`src/rtl/dmaq_pkg.sv`:
```
package dmaq_pkg;

    localparam int DATA_W = 32;
    localparam int STS_W  = 13;
    localparam int STS_DONE  = 0;
    localparam int STS_FAULT = 1;

    localparam logic [7:0] OFF_SUB_LO   = 8'h00;
    localparam logic [7:0] OFF_SUB_HI   = 8'h04;
    localparam logic [7:0] OFF_SUB_SIZE = 8'h08;
    localparam logic [7:0] OFF_SUB_TAIL = 8'h0C;
    localparam logic [7:0] OFF_CPL_LO   = 8'h10;
    localparam logic [7:0] OFF_CPL_HI   = 8'h14;
    localparam logic [7:0] OFF_CPL_SIZE = 8'h18;
    localparam logic [7:0] OFF_CPL_HEAD = 8'h1C;
    localparam logic [7:0] OFF_CTL      = 8'h20;
    localparam logic [7:0] OFF_RSTREQ   = 8'h24;
    localparam logic [7:0] OFF_STATE    = 8'h30;
    localparam logic [7:0] OFF_ISTAT    = 8'h40;
    localparam logic [7:0] OFF_IMASK    = 8'h44;

    localparam int CTL_EN_BIT    = 0;
    localparam int CTL_PAUSE_BIT = 4;

    typedef enum logic [2:0] {
        ST_IDLE  = 3'd0,
        ST_RUN   = 3'd1,
        ST_DONE  = 3'd2,
        ST_HOLD  = 3'd3,
        ST_FAULT = 3'd4,
        ST_ABORT = 3'd5,
        ST_WAIT  = 3'd6,
        ST_FLUSH = 3'd7
    } chan_state_e;

    typedef struct packed {
        logic en;
        logic pause;
    } chan_ctl_t;

    typedef struct packed {
        logic cpl;
        logic fault;
    } chan_evt_t;

    function automatic logic [15:0] ring_step(input logic [15:0] ptr, input logic [15:0] last);
        return (ptr == last) ? 16'd0 : ptr + 16'd1;
    endfunction

endpackage

```
`src/rtl/dmaq_chan_fsm.sv`:
```
module dmaq_chan_fsm
    import dmaq_pkg::*;
#(
    parameter int PTR_W = 10
) (
    input  logic             clk,
    input  logic             rst,
    input  chan_ctl_t        ctl,
    input  logic             rst_req,
    input  logic [PTR_W-1:0] tail,
    input  logic [PTR_W-1:0] last_slot,
    input  logic             done,
    input  logic             err,
    input  logic             ien,
    output chan_state_e      state,
    output logic [PTR_W-1:0] head,
    output logic             start,
    output chan_evt_t        evt
);

    chan_state_e      state_q;
    logic [PTR_W-1:0] head_q;
    logic             start_q;
    chan_evt_t        evt_q;
    logic             work_pending;
    logic [PTR_W-1:0] head_next;

    assign work_pending = ctl.en && (tail != head_q);
    assign head_next    = PTR_W'(ring_step(16'(head_q), 16'(last_slot)));

    always_ff @(posedge clk) begin
        if (rst) begin
            state_q <= ST_IDLE;
            head_q  <= '0;
            start_q <= 1'b0;
            evt_q   <= '0;
        end else begin
            start_q <= 1'b0;
            evt_q   <= '0;
            if (rst_req) begin
                state_q <= ST_FLUSH;
                head_q  <= '0;
            end else begin
                unique case (state_q)
                    ST_IDLE: begin
                        if (ctl.en && ctl.pause) begin
                            state_q <= ST_HOLD;
                        end else if (work_pending) begin
                            state_q <= ST_RUN;
                            start_q <= 1'b1;
                        end
                    end
                    ST_RUN: begin
                        if (done) begin
                            if (err) begin
                                state_q     <= ST_FAULT;
                                evt_q.fault <= 1'b1;
                            end else begin
                                state_q   <= ST_DONE;
                                evt_q.cpl <= ien;
                            end
                        end
                    end
                    ST_DONE: begin
                        head_q  <= head_next;
                        state_q <= ctl.pause ? ST_HOLD : ST_IDLE;
                    end
                    ST_HOLD: begin
                        if (!ctl.pause || !ctl.en) state_q <= ST_IDLE;
                    end
                    ST_FAULT: state_q <= ST_FAULT;
                    default:  state_q <= ST_IDLE;
                endcase
            end
        end
    end

    assign state = state_q;
    assign head  = head_q;
    assign start = start_q;
    assign evt   = evt_q;

    AST_START_IN_RUN: assert property (@(posedge clk) disable iff (rst)
        start_q |-> state_q == ST_RUN);

    AST_NO_LAUNCH_PAUSED: assert property (@(posedge clk) disable iff (rst)
        $past(ctl.pause) |-> !start_q);

    AST_HEAD_MOVES: assert property (@(posedge clk) disable iff (rst)
        !$stable(head_q) |-> ($past(state_q) == ST_DONE) || $past(rst_req));

    AST_FAULT_STICKY: assert property (@(posedge clk) disable iff (rst)
        (state_q == ST_FAULT) && !rst_req |=> state_q == ST_FAULT);

    AST_FLUSH_ONE: assert property (@(posedge clk) disable iff (rst)
        (state_q == ST_FLUSH) && !rst_req |=> state_q == ST_IDLE);

endmodule

```
`src/rtl/dmaq_chan_regs.sv`:
```
module dmaq_chan_regs
    import dmaq_pkg::*;
#(
    parameter int PTR_W = 10
) (
    input  logic              clk,
    input  logic              rst,
    input  logic              wr_en,
    input  logic [7:0]        off,
    input  logic [DATA_W-1:0] wdata,
    output logic [DATA_W-1:0] rd_data,
    input  chan_state_e       state,
    input  chan_evt_t         evt,
    output logic [63:0]       sq_base,
    output logic [63:0]       cq_base,
    output logic [PTR_W-1:0]  sq_last,
    output logic [PTR_W-1:0]  tail,
    output chan_ctl_t         ctl,
    output logic              rst_req,
    output logic              irq
);

    logic [63:0]      sq_base_q, cq_base_q;
    logic [PTR_W-1:0] sq_last_q, cq_last_q, tail_q, cq_head_q;
    chan_ctl_t        ctl_q;
    logic             rst_req_q;
    logic [STS_W-1:0] sts_q, msk_q, sts_set, sts_clr;

    always_comb begin
        sts_set            = '0;
        sts_set[STS_DONE]  = evt.cpl;
        sts_set[STS_FAULT] = evt.fault;
        sts_clr            = (wr_en && off == OFF_ISTAT) ? wdata[STS_W-1:0] : '0;
    end

    always_ff @(posedge clk) begin
        if (rst) begin
            sq_base_q <= '0;
            cq_base_q <= '0;
            sq_last_q <= '0;
            cq_last_q <= '0;
            tail_q    <= '0;
            cq_head_q <= '0;
            ctl_q     <= '0;
            rst_req_q <= 1'b0;
            sts_q     <= '0;
            msk_q     <= '1;
        end else begin
            rst_req_q <= 1'b0;
            if (wr_en) begin
                unique case (off)
                    OFF_SUB_LO:   sq_base_q[31:0]  <= wdata;
                    OFF_SUB_HI:   sq_base_q[63:32] <= wdata;
                    OFF_SUB_SIZE: sq_last_q        <= wdata[PTR_W-1:0];
                    OFF_SUB_TAIL: tail_q           <= wdata[PTR_W-1:0];
                    OFF_CPL_LO:   cq_base_q[31:0]  <= wdata;
                    OFF_CPL_HI:   cq_base_q[63:32] <= wdata;
                    OFF_CPL_SIZE: cq_last_q        <= wdata[PTR_W-1:0];
                    OFF_CPL_HEAD: cq_head_q        <= wdata[PTR_W-1:0];
                    OFF_CTL: begin
                        ctl_q.en    <= wdata[CTL_EN_BIT];
                        ctl_q.pause <= wdata[CTL_PAUSE_BIT];
                    end
                    OFF_RSTREQ:   rst_req_q <= wdata[0];
                    OFF_IMASK:    msk_q     <= wdata[STS_W-1:0];
                    default: ;
                endcase
            end
            if (rst_req_q) begin
                tail_q    <= '0;
                cq_head_q <= '0;
            end
            sts_q <= (sts_q & ~sts_clr) | sts_set;
        end
    end

    always_comb begin
        unique case (off)
            OFF_SUB_LO:   rd_data = sq_base_q[31:0];
            OFF_SUB_HI:   rd_data = sq_base_q[63:32];
            OFF_SUB_SIZE: rd_data = 32'(sq_last_q);
            OFF_SUB_TAIL: rd_data = 32'(tail_q);
            OFF_CPL_LO:   rd_data = cq_base_q[31:0];
            OFF_CPL_HI:   rd_data = cq_base_q[63:32];
            OFF_CPL_SIZE: rd_data = 32'(cq_last_q);
            OFF_CPL_HEAD: rd_data = 32'(cq_head_q);
            OFF_CTL: begin
                rd_data                = '0;
                rd_data[CTL_EN_BIT]    = ctl_q.en;
                rd_data[CTL_PAUSE_BIT] = ctl_q.pause;
            end
            OFF_RSTREQ:   rd_data = 32'(rst_req_q);
            OFF_STATE:    rd_data = 32'(state);
            OFF_ISTAT:    rd_data = 32'(sts_q);
            OFF_IMASK:    rd_data = 32'(msk_q);
            default:      rd_data = '0;
        endcase
    end

    assign sq_base = sq_base_q;
    assign cq_base = cq_base_q;
    assign sq_last = sq_last_q;
    assign tail    = tail_q;
    assign ctl     = ctl_q;
    assign rst_req = rst_req_q;
    assign irq     = |(sts_q & ~msk_q);

    AST_RSTREQ_SELF_CLR: assert property (@(posedge clk) disable iff (rst)
        rst_req_q && !(wr_en && off == OFF_RSTREQ) |=> !rst_req_q);

    AST_DONE_FLAG_SRC: assert property (@(posedge clk) disable iff (rst)
        $rose(sts_q[STS_DONE]) |-> $past(evt.cpl));

endmodule

```
`src/rtl/dmaq_ctrl.sv`:
```
module dmaq_ctrl
    import dmaq_pkg::*;
#(
    parameter int NCH    = 4,
    parameter int PTR_W  = 10,
    parameter int ADDR_W = 12
) (
    input  logic                  clk,
    input  logic                  rst,
    input  logic                  bus_req,
    input  logic                  bus_wr,
    input  logic [ADDR_W-1:0]     bus_addr,
    input  logic [31:0]           bus_wdata,
    output logic [31:0]           bus_rdata,
    output logic                  bus_rvalid,
    output logic [NCH-1:0]        eng_start,
    output logic [NCH*PTR_W-1:0]  eng_index,
    output logic [NCH*64-1:0]     eng_sq_base,
    output logic [NCH*64-1:0]     eng_cq_base,
    input  logic [NCH-1:0]        eng_done,
    input  logic [NCH-1:0]        eng_err,
    input  logic [NCH-1:0]        eng_ien,
    output logic [NCH-1:0]        irq
);

    localparam int CHF_W = ADDR_W - 8;

    logic [CHF_W-1:0] chan_field;
    logic [7:0]       off;
    logic [NCH-1:0]   sel;
    logic [31:0]      ch_rd [NCH];
    logic [31:0]      rd_mux;
    logic [31:0]      rdata_q;
    logic             rvalid_q;

    assign chan_field = bus_addr[ADDR_W-1:8];
    assign off        = bus_addr[7:0];

    for (genvar c = 0; c < NCH; c++) begin : g_chan
        chan_state_e      state;
        chan_evt_t        evt;
        chan_ctl_t        ctl;
        logic [PTR_W-1:0] sq_last, tail, head;
        logic             rst_req;

        assign sel[c] = (chan_field == CHF_W'(c));

        dmaq_chan_regs #(.PTR_W(PTR_W)) u_regs (
            .clk     (clk),
            .rst     (rst),
            .wr_en   (bus_req && bus_wr && sel[c]),
            .off     (off),
            .wdata   (bus_wdata),
            .rd_data (ch_rd[c]),
            .state   (state),
            .evt     (evt),
            .sq_base (eng_sq_base[c*64 +: 64]),
            .cq_base (eng_cq_base[c*64 +: 64]),
            .sq_last (sq_last),
            .tail    (tail),
            .ctl     (ctl),
            .rst_req (rst_req),
            .irq     (irq[c])
        );

        dmaq_chan_fsm #(.PTR_W(PTR_W)) u_fsm (
            .clk       (clk),
            .rst       (rst),
            .ctl       (ctl),
            .rst_req   (rst_req),
            .tail      (tail),
            .last_slot (sq_last),
            .done      (eng_done[c]),
            .err       (eng_err[c]),
            .ien       (eng_ien[c]),
            .state     (state),
            .head      (head),
            .start     (eng_start[c]),
            .evt       (evt)
        );

        assign eng_index[c*PTR_W +: PTR_W] = head;
    end

    always_comb begin
        rd_mux = '0;
        for (int c = 0; c < NCH; c++) begin
            if (sel[c]) rd_mux = ch_rd[c];
        end
    end

    always_ff @(posedge clk) begin
        if (rst) begin
            rdata_q  <= '0;
            rvalid_q <= 1'b0;
        end else begin
            rvalid_q <= bus_req && !bus_wr;
            if (bus_req && !bus_wr) rdata_q <= rd_mux;
        end
    end

    assign bus_rdata  = rdata_q;
    assign bus_rvalid = rvalid_q;

endmodule

```
`config.mk`:
```
export PLATFORM = sky130hd
export DESIGN_NAME = dmaq_ctrl
export DESIGN_NICKNAME = d
export VERILOG_FILES = /design/src/rtl/dmaq_pkg.sv /design/src/rtl/dmaq_chan_fsm.sv /design/src/rtl/dmaq_chan_regs.sv /design/src/rtl/dmaq_ctrl.sv
export SDC_FILE = /design/constraint.sdc
export NUM_CORES = 2
export LEC_CHECK = 0
export ABC_AREA = 1
export ABC_CLOCK_PERIOD_IN_PS = 3700
export BUFFER_PORTS_ARGS = -buffer_cell sky130_fd_sc_hd__buf_2
export CAP_MARGIN = 20
export CORE_ASPECT_RATIO = 0.5
export CORE_MARGIN = 1.5
export CORE_UTILIZATION = 31
export CTS_CLUSTER_SIZE = 30
export DETAILED_ROUTE_END_ITERATION = 8
export GPL_TIMING_DRIVEN = 1
export HOLD_SLACK_MARGIN = 0.1
export MAX_ROUTING_LAYER = met4
export PLACE_DENSITY = 0.49
export RECOVER_POWER = 100
export SKIP_CTS_REPAIR_TIMING = 1
export SLEW_MARGIN = 20
export SYNTH_ARGS = -nofsm -noshare
export SYNTH_HDL_FRONTEND = slang
export SYNTH_HIERARCHICAL = 1
export SYNTH_SLANG_ARGS = --single-unit
```
`constraint.sdc`:
```
create_clock -name clk -period 3.7 [get_ports clk]
set_clock_uncertainty 0.15 [all_clocks]
set_input_delay 0.74 -clock clk [delete_from_list [all_inputs] [get_ports clk]]
set_output_delay 0.74 -clock clk [all_outputs]
set_load 0.01 [all_outputs]
```
---- Word-level counts from Yosys, hierarchy flattened ----
Cells that the tools add are included.
cells by class
  shifts and indexed selects .............. 0
  div/mod/pow operators ................... 0
  mux-type cells .......................... 57
  $add $sub $neg .......................... 4
  reductions and logical operators ........ 105
  order comparisons ....................... 0
  multipliers ............................. 0
  equality and inequality tests ........... 51
  bitwise gates (word level) .............. 36
operators with widths
  operator                                                                  number
  32-bit one-hot mux with 13 select lines                                   4
  32-bit two-way mux                                                        4
  13-bit bitwise AND                                                        8
  13-bit inverter                                                           8
  2-bit AND reduction                                                       40
  3-bit two-way mux                                                         24
  3-bit one-hot mux with 5 select lines                                     4
  13-bit two-way mux                                                        4
  13-bit by 2-bit OR with 13-bit output                                     4
  13-bit OR reduction                                                       4
  10-bit by 1-bit adder with 10-bit output (second input constant)          4
  10-bit == test                                                            4
  10-bit two-way mux                                                        4
  10-bit inequality test                                                    4
  8-bit by 5-bit == test with 1-bit output (second input constant)          4
  4-bit OR reduction                                                        8
  3-bit by 2-bit == test with 1-bit output (second input constant)          8
  8-bit by 6-bit == test with 1-bit output (second input constant)          3
  5-bit OR reduction                                                        4
  1-bit logical AND                                                         18
  8-bit by 4-bit == test with 1-bit output (second input constant)          2
  8-bit by 7-bit == test with 1-bit output (second input constant)          2
  4-bit by 2-bit inequality test with 1-bit output (second input constant)  4
  1-bit inverter                                                            16
  16 further kinds                                                          64
storage, ports and cells
  flip-flop bits (word level) ............. 885
  latch bits .............................. 0
  output and inout port bits .............. 593
  memories ................................ 0
  word-level logic and storage cells ...... 327
  memory bits (read-only) ................. 0
  memory bits (writable) .................. 0

---- Logic depth before layout (Yosys ltp) ----
  word-level depth ........................ 7
  mapped depth ............................ 14
  depth with buffers taken out ............ 13

---- Cells and area by module ----
The synthesis kept the hierarchy.
modules (own cells, without submodules)
  module          instances  area an instance (um2)  sequential area each (um2)  cells each
  dmaq_chan_regs  4          8,725.9                 3,943.8                     1,241
  dmaq_chan_fsm   4          1,144.8                 320.3                       171
  dmaq_ctrl       1          2,190.9                 660.6                       380

---- Least setup slack after synthesis ----
OpenSTA, ideal clock, no wires.
  path kind ............................... input-to-reg
  start point ............................. input port bus_addr[8]
  end point ............................... register g_chan[0].u_regs.sq_base_q[53]
  stages .................................. 12
  path buffers ............................ 4
  data required time ...................... 3.434 ns
  arrival time ............................ 2.318 ns
  setup time .............................. 0.116 ns
  path slack .............................. 1.117 ns
  cell sequence ........................... nor2_1 clkbuf_1 nand2_1 nor2_1 buf_2 inv_4 nor2_4 inv_2 buf_6 buf_6 nor2_2 nor2_1
on the way
  cells in the longest elaborated chain, start to end .. 3
ends and longest elaborated chain
  element                               RTL line              RTL
  start, declared                       dmaq_ctrl.sv:12       input logic [ADDR_W-1:0] bus_addr,
  4-bit logical NOT                     dmaq_ctrl.sv:46       assign sel[c] = (chan_field == CHF_W'(c));
  1-bit logical AND                     dmaq_ctrl.sv:51       .wr_en (bus_req && bus_wr && sel[c]),
  2-bit AND reduction (no source line)  n/a
  end signal, assigned                  dmaq_chan_regs.sv:53  OFF_SUB_HI: sq_base_q[63:32] <= wdata;
  end, declared                         dmaq_chan_regs.sv:23  logic [63:0] sq_base_q, cq_base_q;
No other way between the ends.
A chain may end at the register's enable or synchronous reset.

==> flow_summary.ini <==
[worst_setup_path]
critPathKind = input pin to flip-flop
path_cells = clkbuf_1 > inv_1 > buf_12 > o21ai_0 > a21oi_1
cp.required_ns = 4.12
start_kind = input pin
worst_setup_path_end_kind = flip-flop
cp_slowest_cell = inv_1
slowest_delay_ns = 1.18
arrival_ns = 3.86
critPathMaxFanout = 94

[final_layout]
final_cell_mix = 1279 x nand2_1, 1074 x nor2_1, 885 x dfxtp_1, 689 x o21ai_0, 623 x clkbuf_1
drive_gt1_frac = 0.0954
nFillCells = 14800
final_common_cell = nand2_1
area_growth_pct = 17.2
nets = 6631
stdcell_area_sq_um = 48900

[timing]
worst_pin_slew_ns = 1.53
period_share = 0.927
slew_headroom = -0.0219
rsz0062_at_grt = false
clock.fmax_ghz = 0.291
finalHoldViolations = 0
min_period_ns = 3.43
setup_viol = 0
drv_slew = 12
tns_ns = 0

[floorplanning]
core_area_sq_um = 132000
ioPinCount = 653
start_util = 0.315
fp-row-count = 94
die-area_sq_um = 137000
die_h_microns = 262
die_w_microns = 522

[yosys]
seq_area_frac_synth = 0.425
yosysWarnings = 6
synth_area_sq_um = 41700
synth-main-ff-cell = dfxtp_1
synth_enable_flop_cells = 0
yosysTopAreaCell = dfxtp_1
synth_cell_types = 44
synth_area_leaders = dfxtp_1 43%, nand2_1 11%, nor2_1 9.7%
synth_top_area_share = 0.425
async_reset_ff_frac = 0
synth_fp_nets = 6092
syn_inst = 6028
ys_seq_elements = 885
avgSynthCellArea_sq_um = 6.91

[outcome]
status = finished, violations left
violations = max-capacitance violations, max-slew violations

[clocking]
clk_latency_ns = 0.70
htree_levels = 3
cts_buffers = 90
root_buffer = clkbuf_16
cts.sinks = 885
tritoncts = done
path_clk_slew_ns = 0.06
cts_buffer_depth = 3

[placement]
place_area_sq_um = 46600
io_buffers = 652
hpwl_mm = 148
gp_congestion = 0.946

[global_routing]
grtUsageTotal = 0.293
grt-ovfl-total = 0
grt_pass1_vias = 39600
grt_pass1_wl_mm = 288
antenna_found_initial = 12
grt_max_degree = 100

[power_and_ir_drop]
swShare = 0.245
powerDensity_nw_per_um2 = 422
combPwrFrac = 0.045
clkPwrFrac = 0.491
internal-power_mw = 15.5
power_leakage_nw = 19.7
seq_power_share = 0.465
p_sw_mw = 5.05
ir_worst_vdd_mv = 0.340

[detailed_routing]
wl_met2_mm = 93.6
top_layer_used = met4
drt-total-wl_mm = 203
routedWlPerCell_microns = 24.1
ant_nets = 0
drt_iter0_drc = 4282
via_per_inst = 5.13
met3WireLength_mm = 12.2
wl_met1_mm = 84.7
dr.pass1.iters = 8
routed-via-count = 43200
drcViolationCount = 0

[run]
maxCapViolCount = 2

[min_path]
hold_class = input pin to flip-flop
==> critical path: cells and delay by family <==
family	cells	cell delay, ns
buffers and inverters	3	2.77
AO/OA/AOI/OAI	2	0.23
==> power by group through the flow <==
stage,clock network (mW),registers [mW],logic [mW]
floorplan,0,9.78,0.396
global placement,0,9.79,0.915
detailed placement,0,9.79,0.910
CTS,10.2,9.57,0.912
global route,10.6,9.57,0.952
finish,10.1,9.57,0.917
==> logic make-up after synthesis <==
| family | Yosys count | synth area share |
|---|---|---|
| simple gates | 3104 | 0.327 |
| compound gates | 1168 | 0.153 |
| flops | 885 | 0.425 |
| buf+inv | 827 | 0.0854 |
| xor+xnor | 40 | 0.00841 |
| fa+ha+maj | 4 | 0.00120 |
==> synth_stat cells (8+ instances only) <==
cell,instances
buf_4,9
o2111ai_1,76
buf_6,32
nor2_4,49
o211ai_1,12
o21ai_1,28
nand3_1,440
xnor2_1,28
nor3_1,21
nor3_2,16
buf_1,25
a21oi_1,315
nand2_2,52
or2_0,12
nand3_2,24
nand4_1,20
inv_2,53
xor2_1,12
inv_1,429
nand2_1,1273
o211ai_2,16
clkinv_2,8
nand3_4,12
dfxtp_1,885
nor2_1,1076
buf_2,130
a21oi_2,12
clkbuf_1,133
o21ai_0,681
nor2_2,81
o22ai_1,16
==> layer usage <==
metal / vias to the layer above / GRT usage
met1: 20600 / 0.367
met4: 0 / 0.140
met5: - / -
met2: 1615 / 0.466
li1: 20600 / -
met3: 449 / 0.0391
==> stage by stage <==
stage	setup WS, ns	hold WS [ns]	total power, mW	utilization	std cells
global route	0.354	0.126	21.1	0.369	8421
finish	0.269	0.150	20.6	0.369	8421
floorplan	1.12	0.265	10.2	-	6028
detailed placement	0.240	0.273	10.7	0.352	8247
global placement	0.267	0.276	10.7	0.352	8247
CTS	0.816	0.0451	20.7	0.376	8410
==> cell type report <==
| class | count | area (sq um) | share of cell area |
|---|---|---|---|
| repair buffers | 776 | 3580 | 0.0733 |
| well taps | 1776 | 2220 | 0.0455 |
| diodes | 7 | 17.5 | 0.000359 |
| inverters | 498 | 1890 | 0.0387 |
| multi-input cells | 4316 | 20300 | 0.415 |
| flip-flops and latches | 885 | 17700 | 0.363 |
| clock buffers | 129 | 2620 | 0.0537 |
| clock inverters | 34 | 537 | 0.0110 |
==> flip-flops by register name, indices dropped and copies added (netlist names) <==
register                 cells
g_chan.u_regs/sts_q         52
g_chan.u_fsm/start           4
g_chan.u_regs/ctl            8
g_chan.u_regs/sq_base      256
g_chan.u_regs/msk_q         52
g_chan.u_regs/sq_last       40
g_chan.u_regs/cq_base      256
g_chan.u_regs/rst_req        4
g_chan.u_fsm/state          12
bus_rdata                   32
g_chan.u_fsm/head           40
bus_rvalid                   1
g_chan.u_regs/cq_last_q     40
g_chan.u_regs/cq_head_q     40
g_chan.u_fsm/evt             8
g_chan.u_regs/tail          40
==> path summary, 6_finish.rpt <==
path / from / to / slack (ns) / cells after the start
setup / recovery: rst / g_chan[0].u_regs/cq_base[41] / 0.27 / 5
hold / removal: eng_ien[3] / g_chan[3].u_fsm/evt[1] / 0.15 / 2
setup reg to reg: g_chan[0].u_regs/sts_q[1] / bus_rdata[1] / 1.79 / 8
hold reg to reg: g_chan[0].u_fsm/evt[0] / g_chan[0].u_regs/sts_q[1] / 0.28 / 2
(Power assumes the default switching activity.)
